`src/rtl/lctl_pkg.sv`:
```
package lctl_pkg;

    localparam int REG_W = 16;
    localparam int ID_W  = 6;
    localparam logic [ID_W-1:0] LCTL_ID = 6'b010011;

    localparam int POS_RX   = 6;
    localparam int POS_TX   = 7;
    localparam int POS_AUI  = 8;
    localparam int POS_AUTO = 9;
    localparam int POS_BOFF = 11;
    localparam int POS_POL  = 12;
    localparam int POS_DEF  = 13;
    localparam int POS_SQL  = 14;

    typedef struct packed {
        logic lo_squelch;
        logic defer_single;
        logic polarity_hold;
        logic mod_backoff;
        logic auto_sel;
        logic aui_only;
        logic tx_on;
        logic rx_on;
    } lctl_cfg_t;

    typedef enum logic [1:0] {
        IF_TP   = 2'd0,
        IF_AUI  = 2'd1,
        IF_AUTO = 2'd2
    } lctl_if_t;

    localparam lctl_cfg_t CFG_RESET = '0;

    function automatic lctl_cfg_t word_to_cfg(input logic [REG_W-1:0] w);
        lctl_cfg_t c;
        c.rx_on         = w[POS_RX];
        c.tx_on         = w[POS_TX];
        c.aui_only      = w[POS_AUI];
        c.auto_sel      = w[POS_AUTO];
        c.mod_backoff   = w[POS_BOFF];
        c.polarity_hold = w[POS_POL];
        c.defer_single  = w[POS_DEF];
        c.lo_squelch    = w[POS_SQL];
        return c;
    endfunction

    function automatic logic [REG_W-1:0] cfg_to_word(input lctl_cfg_t c);
        logic [REG_W-1:0] w;
        w = '0;
        w[ID_W-1:0] = LCTL_ID;
        w[POS_RX]   = c.rx_on;
        w[POS_TX]   = c.tx_on;
        w[POS_AUI]  = c.aui_only;
        w[POS_AUTO] = c.auto_sel;
        w[POS_BOFF] = c.mod_backoff;
        w[POS_POL]  = c.polarity_hold;
        w[POS_DEF]  = c.defer_single;
        w[POS_SQL]  = c.lo_squelch;
        return w;
    endfunction

    function automatic lctl_if_t decode_if(input logic aui_only, input logic auto_sel);
        if (aui_only)
            return IF_AUI;
        else if (auto_sel)
            return IF_AUTO;
        else
            return IF_TP;
    endfunction

endpackage

```
`src/rtl/lctl_regfile.sv`:
```
module lctl_regfile
    import lctl_pkg::*;
(
    input  logic             clk,
    input  logic             rst,
    input  logic             wr_en,
    input  logic [REG_W-1:0] wr_data,
    input  logic             rd_en,
    output logic [REG_W-1:0] rd_data,
    output lctl_cfg_t        cfg
);

    logic id_hit;
    logic unused_bits;

    assign id_hit      = (wr_data[ID_W-1:0] == LCTL_ID);
    assign unused_bits = &{1'b0, wr_data[REG_W-1], wr_data[10]};

    always_ff @(posedge clk) begin
        if (rst) begin
            cfg <= CFG_RESET;
        end else if (wr_en && id_hit) begin
            cfg <= word_to_cfg(wr_data);
        end
    end

    always_ff @(posedge clk) begin
        if (rst) begin
            rd_data <= '0;
        end else if (rd_en) begin
            rd_data <= cfg_to_word(cfg);
        end
    end


    bad_id_ignored_chk: assert property (@(posedge clk) disable iff (rst)
        (wr_en && !id_hit) |=> $stable(cfg));


    read_id_chk: assert property (@(posedge clk) disable iff (rst)
        rd_en |=> (rd_data[ID_W-1:0] == LCTL_ID));


    reserved_zero_chk: assert property (@(posedge clk) disable iff (rst)
        rd_en |=> (rd_data[REG_W-1] == 1'b0 && rd_data[10] == 1'b0));


    read_hold_chk: assert property (@(posedge clk) disable iff (rst)
        !rd_en |=> $stable(rd_data));

endmodule

```
`src/rtl/lctl_gate.sv`:
```
module lctl_gate (
    input  logic clk,
    input  logic rst,
    input  logic busy,
    input  logic req,
    output logic gate
);

    always_ff @(posedge clk) begin
        if (rst) begin
            gate <= 1'b0;
        end else if (!busy) begin
            gate <= req;
        end
    end


    hold_while_busy_chk: assert property (@(posedge clk) disable iff (rst)
        busy |=> $stable(gate));


    follow_when_idle_chk: assert property (@(posedge clk) disable iff (rst)
        !busy |=> (gate == $past(req)));

endmodule

```
`src/rtl/lctl_ifsel.sv`:
```
module lctl_ifsel
    import lctl_pkg::*;
(
    input  logic clk,
    input  logic rst,
    input  logic aui_only,
    input  logic auto_sel,
    input  logic auto_pick_aui,
    input  logic link_seen,
    input  logic link_test_off,
    input  logic tx_gate,
    output logic sel_aui,
    output logic tx_enable
);

    lctl_if_t mode;
    logic     tp_link_ok;

    assign mode = decode_if(aui_only, auto_sel);

    always_comb begin
        unique case (mode)
            IF_AUI:  sel_aui = 1'b1;
            IF_AUTO: sel_aui = auto_pick_aui;
            default: sel_aui = 1'b0;
        endcase
    end

    assign tp_link_ok = link_seen | link_test_off;
    assign tx_enable  = tx_gate & (sel_aui | tp_link_ok);


    aui_priority_chk: assert property (@(posedge clk) disable iff (rst)
        aui_only |-> sel_aui);


    tp_select_chk: assert property (@(posedge clk) disable iff (rst)
        (!aui_only && !auto_sel) |-> !sel_aui);


    no_link_no_tx_chk: assert property (@(posedge clk) disable iff (rst)
        (!sel_aui && !link_seen && !link_test_off) |-> !tx_enable);

endmodule

```
`src/rtl/mac_line_ctrl.sv`:
```
module mac_line_ctrl
    import lctl_pkg::*;
(
    input  logic        clk,
    input  logic        rst,
    input  logic        wr_en,
    input  logic [15:0] wr_data,
    input  logic        rd_en,
    output logic [15:0] rd_data,
    input  logic        rx_busy,
    input  logic        tx_busy,
    input  logic        link_seen,
    input  logic        link_test_off,
    input  logic        auto_pick_aui,
    output logic        rx_enable,
    output logic        tx_enable,
    output logic        sel_aui,
    output logic        mod_backoff,
    output logic        polarity_hold,
    output logic        defer_single,
    output logic        lo_squelch
);

    localparam int N_PATH = 2;

    lctl_cfg_t         cfg;
    logic [N_PATH-1:0] busy_vec;
    logic [N_PATH-1:0] req_vec;
    logic [N_PATH-1:0] gate_vec;

    lctl_regfile u_regs (
        .clk     (clk),
        .rst     (rst),
        .wr_en   (wr_en),
        .wr_data (wr_data),
        .rd_en   (rd_en),
        .rd_data (rd_data),
        .cfg     (cfg)
    );

    assign busy_vec = {tx_busy, rx_busy};
    assign req_vec  = {cfg.tx_on, cfg.rx_on};

    for (genvar p = 0; p < N_PATH; p++) begin : g_path
        lctl_gate u_gate (
            .clk  (clk),
            .rst  (rst),
            .busy (busy_vec[p]),
            .req  (req_vec[p]),
            .gate (gate_vec[p])
        );
    end

    lctl_ifsel u_ifsel (
        .clk           (clk),
        .rst           (rst),
        .aui_only      (cfg.aui_only),
        .auto_sel      (cfg.auto_sel),
        .auto_pick_aui (auto_pick_aui),
        .link_seen     (link_seen),
        .link_test_off (link_test_off),
        .tx_gate       (gate_vec[1]),
        .sel_aui       (sel_aui),
        .tx_enable     (tx_enable)
    );

    assign rx_enable     = gate_vec[0];
    assign mod_backoff   = cfg.mod_backoff;
    assign polarity_hold = cfg.polarity_hold;
    assign defer_single  = cfg.defer_single;
    assign lo_squelch    = cfg.lo_squelch;


    reset_clear_chk: assert property (@(posedge clk) disable iff (rst)
        $past(rst) |-> (!rx_enable && !tx_enable && !mod_backoff && !lo_squelch));


    rx_hold_busy_chk: assert property (@(posedge clk) disable iff (rst)
        rx_busy |=> $stable(rx_enable));

endmodule

```
`config.mk`:
```
export PLATFORM = sky130hd
export DESIGN_NAME = mac_line_ctrl
export DESIGN_NICKNAME = d
export VERILOG_FILES = /design/src/rtl/lctl_pkg.sv /design/src/rtl/lctl_regfile.sv /design/src/rtl/lctl_gate.sv /design/src/rtl/lctl_ifsel.sv /design/src/rtl/mac_line_ctrl.sv
export SDC_FILE = /design/constraint.sdc
export NUM_CORES = 1
export LEC_CHECK = 0
export CAP_MARGIN = 15
export CORE_MARGIN = 2
export CORE_UTILIZATION = 37
export CTS_CLUSTER_DIAMETER = 200
export DETAILED_ROUTE_END_ITERATION = 12
export PLACE_DENSITY = 0.78
export RECOVER_POWER = 25
export SYNTH_ARGS = -nofsm -noshare
export SYNTH_HDL_FRONTEND = slang
export SYNTH_HIERARCHICAL = 1
export SYNTH_SLANG_ARGS = --single-unit
```
`constraint.sdc`:
```
create_clock -name clk -period 1.31 [get_ports clk]
set_input_delay 0.262 -clock clk [delete_from_list [all_inputs] [get_ports clk]]
set_output_delay 0.262 -clock clk [all_outputs]
set_load 0.02 [all_outputs]
```
# --- After elaboration in Yosys (flattened, before gate mapping) ---
# Cells that the tools add are included.
classes:
  addsub: 0
  mul: 0
  div: 0
  magnitude_cmp: 0
  eq_ne: 3
  shifts: 0
  muxes: 3
  bitwise_logic: 3
  reduce_logical: 1
ops:
  columns: ["op", "n"]
  rows:
  - ["equality test 6 x 5 -> 1 bit, second input constant", 1]
  - ["2-to-1 mux 2 bit", 2]
  - ["equality test 2 x 1 -> 1 bit, second input constant", 1]
  - ["equality test 2 bit, second input constant", 1]
  - ["bitwise OR 1 bit", 2]
  - ["case mux 1 bit (2 select lines)", 1]
  - ["bitwise AND 1 bit", 1]
  - ["logical AND 1 bit", 1]
word_totals:
  reg_bits: 21
  latch_bits: 0
  mem_bits_rw: 0
  romBits: 0
  in_bits: 25
  word_cells: 21
  mem_count: 0

# --- Depth between registers and ports, before layout ---
depth:
  ltp_word: 6
  depth_mapped: 3

# --- Cells and area by module ---
# Netlist, hierarchy kept.
modules_own_cells:
  columns: ["mod", "n_inst", "cells_each", "area_each_um2"]
  rows:
  - ["lctl_regfile", 1, 73, 752.0]
  - ["lctl_gate", 2, 3, 33.8]
  - ["lctl_ifsel", 1, 2, 16.3]

# --- Worst setup path after synthesis ---
# No wires, ideal clock.
synth_timing:
  path_type: "input -> register"
  from: "input wr_data[5]"
  to: "register u_regs/cfg[0] (netlist name)"
  setup_time_ns: 0.072
  arrival_ns: 1.065
  required_ns: 1.238
  slack_ns: 0.173
  stages: 3
  path_buffers: 0
  path_cell_list: "nand3b_4 nor4_4 mux2i_1"
synth_via:
  elab_chain_len: 2
synth_lines:
  columns: ["item", "line_no", "source"]
  rows:
  - ["from (decl)", "mac_line_ctrl.sv:7", "input logic [15:0] wr_data,"]
  - ["equality test 6 x 5 -> 1 bit", "lctl_regfile.sv:16", "assign id_hit = (wr_data[ID_W-1:0] == LCTL_ID);"]
  - ["logical AND 1 bit", "lctl_regfile.sv:22", "end else if (wr_en && id_hit) begin"]
# No other way between the ends.
# A chain may end at the register's enable or synchronous reset.

# --- Final worst setup path ---
layout_timing:
  from: "register u_regs/cfg[3] (netlist name)"
  to: "output tx_enable"
layout_via:
  elab_chain_len: 6
layout_lines:
  columns: ["item", "line_no", "source"]
  rows:
  - ["2-to-1 mux 2 bit (*)", "lctl_pkg.sv:66", "else if (auto_sel)"]
  - ["2-to-1 mux 2 bit (*)", "lctl_pkg.sv:64", "if (aui_only)"]
  - ["equality test 2 bit or equality test 2 x 1 -> 1 bit (tied branches)", "lctl_ifsel.sv:22", "unique case (mode)"]
  - ["case mux 1 bit (2 select lines) (*)", "lctl_ifsel.sv:22", null]
  - ["bitwise OR 1 bit (*)", "lctl_ifsel.sv:30", "assign tx_enable = tx_gate & (sel_aui | tp_link_ok);"]
  - ["bitwise AND 1 bit (*)", "lctl_ifsel.sv:30", null]
  - ["to (decl)", "mac_line_ctrl.sv:16", "output logic tx_enable,"]
# Mark *: on every way between the ends. The rest lies on a longest branch, timed or not.

==> results.py <==
metrics = {
    "clock_network": {
        "cts_root_buf": "clkbuf_4",
        "cts_sinks": 19,
        "cts.path.max_buffers": 2,
        "postCtsSetupBuffers": 0,
        "cts_buffers": 3,
        "clk_pin_slew_ps": 100,
        "cts_tree": "done",
        "htree_levels": 1,
        "clk_latency_ps": 290,
    },
    "floorplanning": {
        "ios": 48,
        "die_h_um": 51.5,
        "start_util_pct": 38.5,
        "die_x_um": 51.5,
        "core_sq_mm": 0.00217,
        "row_count": 17,
        "die_area_sq_mm": 0.00266,
    },
    "logic_synthesis": {
        "avgSynthCellArea_sq_um": 10.3,
        "synth-main-ff-cell": "dfxtp_1",
        "syn-instance-count": 81,
        "synth_top_area_share_pct": 45.5,
        "synthDistinctLibCells": 13,
        "yosysSeqAreaShare_pct": 45.5,
        "synth_edf_count": 0,
        "yosys-top-cells-count": "dfxtp_1, mux2i_1, nand2b_1, nor2_1, buf_4",
        "async_flop_share_pct": 0,
        "synth_area_sq_um": 836,
        "ys_ff_latch": 19,
        "synth_top_area_cell": "dfxtp_1",
        "yosysWarnings": 6,
        "yosysMostFrequentCell": "dfxtp_1",
        "synthTopCellsByArea": "dfxtp_1, mux2i_1, nand2b_1",
    },
    "placement": {
        "port-buffer-count": 40,
        "gp_congestion": 0.674,
        "hpwl_um": 1320,
    },
    "pwr": {
        "p_switching_mw": 0.234,
        "swShare_pct": 22.8,
        "comb_power_share_pct": 15.1,
        "p_total_mw": 1.03,
        "clkPwrFrac_pct": 27.9,
        "vdd_drop_max_mv": 0.537,
        "power_density_mw_per_mm2": 794,
        "leakagePower_nw": 0.586,
        "p_int_mw": 0.792,
        "seqPwrFrac_pct": 57.0,
    },
    "cells_and_area": {
        "syn2layout_area_growth_pct": 54.5,
        "nFillCells": 192,
        "n_antenna_cell": 0,
        "finalNetCount": 150,
        "layout-drive-gt1-share_pct": 11.3,
    },
    "min_path": {
        "hold_depth": 2,
        "hold_path.class": "flip-flop to flip-flop",
        "hp-start": "u_regs/cfg[7]",
        "holdPathEnd": "u_regs/cfg[7]",
    },
    "setup_path": {
        "r2r_end": "u_regs/rd_data[8]",
        "worstSetupPathType": "flip-flop to primary output",
        "worst-r2r-cell-count": 3,
        "worstPathRequired_ps": 1050,
        "reg2reg_slack_ps": 560,
        "arrival_ps": 1150,
        "reg2reg_from": "u_regs/cfg[2]",
        "critPathLaunchType": "flip-flop",
        "path_max_fanout": 2,
        "end_kind": "primary output",
    },
    "sta": {
        "final.setup.worst_slack_ps": -107,
        "fin_crit_sh_pct": 108,
        "skew_ps": 3.28,
        "rsz0062_at_grt": "yes",
        "period_needed_ps": 1420,
        "final-hold-violation-count": 0,
        "finalSetupViolations": 1,
        "fmax_ghz": 0.706,
        "drv_slew": 0,
        "whs_ps": 500,
    },
    "grt": {
        "antenna_found_initial": 0,
        "grt_max_degree": 28,
        "grt_util_all_layers_pct": 14.6,
        "grt_pass1_vias": 669,
        "grt_pass1_wl_um": 2880,
        "grt_overflow": 0,
    },
    "route": {
        "drt-vias-per-instance": 4.43,
        "ant_nets": 0,
        "drt_wl_total_um": 1760,
        "drt_iter0_drc": 3,
        "via_count": 673,
        "drc": 0,
        "drtPass1Iterations": 3,
        "wl_per_cell_um": 11.6,
    },
    "run": {
        "cap_violations": 0,
    },
    "outcome": {
        "status": "complete, but fails checks",
        "violations": "negative setup slack",
    },
}
## cell type report
| class | instances | area, sq um | area share, % |
|---|---|---|---|
| clock buffers | 4 | 26.3 | 2.03 |
| flip-flops and latches | 19 | 382 | 29.6 |
| well taps | 28 | 35.0 | 2.71 |
| repair buffers | 45 | 443 | 34.3 |
| multi-input cells | 56 | 405 | 31.4 |
## worst max-delay path, cell delays in order (launching register included)
cell	delay, ps
dfxtp_2	340
a21o_1	160
o31a_1	250
buf_6	130
## placed cells by master, fill, tap and decap left out
| master | instances |
|---|---|
| clkdlybuf4s50_1 | 20 |
| mux2i_1 | 18 |
| dfxtp_1 | 18 |
| nand2b_1 | 16 |
| nor2_1 | 12 |
| dlygate4sd2_1 | 9 |
| clkdlybuf4s15_1 | 6 |
| conb_1 | 5 |
| clkbuf_4 | 3 |
| clkbuf_2 | 2 |
| buf_12 | 2 |
| buf_4 | 2 |
| clkbuf_1 | 1 |
| dlygate4sd3_1 | 1 |
| dlymetal6s2s_1 | 1 |
| buf_2 | 1 |
| buf_6 | 1 |
| a21o_1 | 1 |
| o31a_1 | 1 |
| nand2_1 | 1 |
| nand3b_4 | 1 |
| nor4_4 | 1 |
| dfxtp_2 | 1 |
## power groups by stage
stage / clock [mW] / sequential (mW) / combinational [mW]
6_report: 0.286 / 0.584 / 0.155
3_3_place_gp: 0 / 0.597 / 0.165
4_1_cts: 0.307 / 0.584 / 0.164
3_5_place_dp: 0 / 0.597 / 0.168
5_1_grt: 0.324 / 0.585 / 0.166
2_1_floorplan: 0 / 0.601 / 0.0759
## cells by family (layout without fill, tap and decap cells)
logic type      count (synthesis)  in the layout  synth area share, %
mux                            18             18                 21.6
simple gates                   31             31                 22.8
other cells                     1              5                0.449
flops                          19             19                 45.5
buf+inv                        10             49                 7.78
compound gates                  2              2                 1.95
## routing by layer
metal	part of all wire, %	up-vias	track usage, %
li1	-	338	-
met2	48	29	24.6
met3	9.6	0	5.75
met5	0	-	0
met1	42	306	16.7
met4	0	0	5.26
## stage by stage
stage               std cells  setup slack, ps  area, sq um  utilization, %  setup TNS (ps)
floorplan                  85              173          851               -               0
global placement          148             -558         1300            59.7           -2340
detailed placement        148             -572         1300            59.7           -2500
CTS                       152             -190         1290            59.6            -190
global route              152             -173         1290            59.5            -204
finish                    152             -107         1290            59.5            -107
## worst max path at each step
stage	startpoint	end	slack [ps]	cells after the start
finish	u_regs/cfg[3]	tx_enable	-110	3
global route	u_regs/cfg[3]	tx_enable	-170	3
CTS	auto_pick_aui	tx_enable	-190	4
detailed placement	auto_pick_aui	tx_enable	-570	4
global placement	auto_pick_aui	tx_enable	-560	4
floorplan	wr_data[5]	u_regs/cfg[0]	170	3
## flip-flops by register name, indices dropped and copies added (netlist names)
signal / flops
u_regs/rd_data: 9
u_regs/cfg: 8
g_path.u_gate/gate: 2
## timing repair
item                                    4_1_cts  5_1_grt
hold buffers                                  0        0
gates resized for setup                      24       12
endpoints found under the setup margin       18        8
Power figures use the tool's default switching activity.
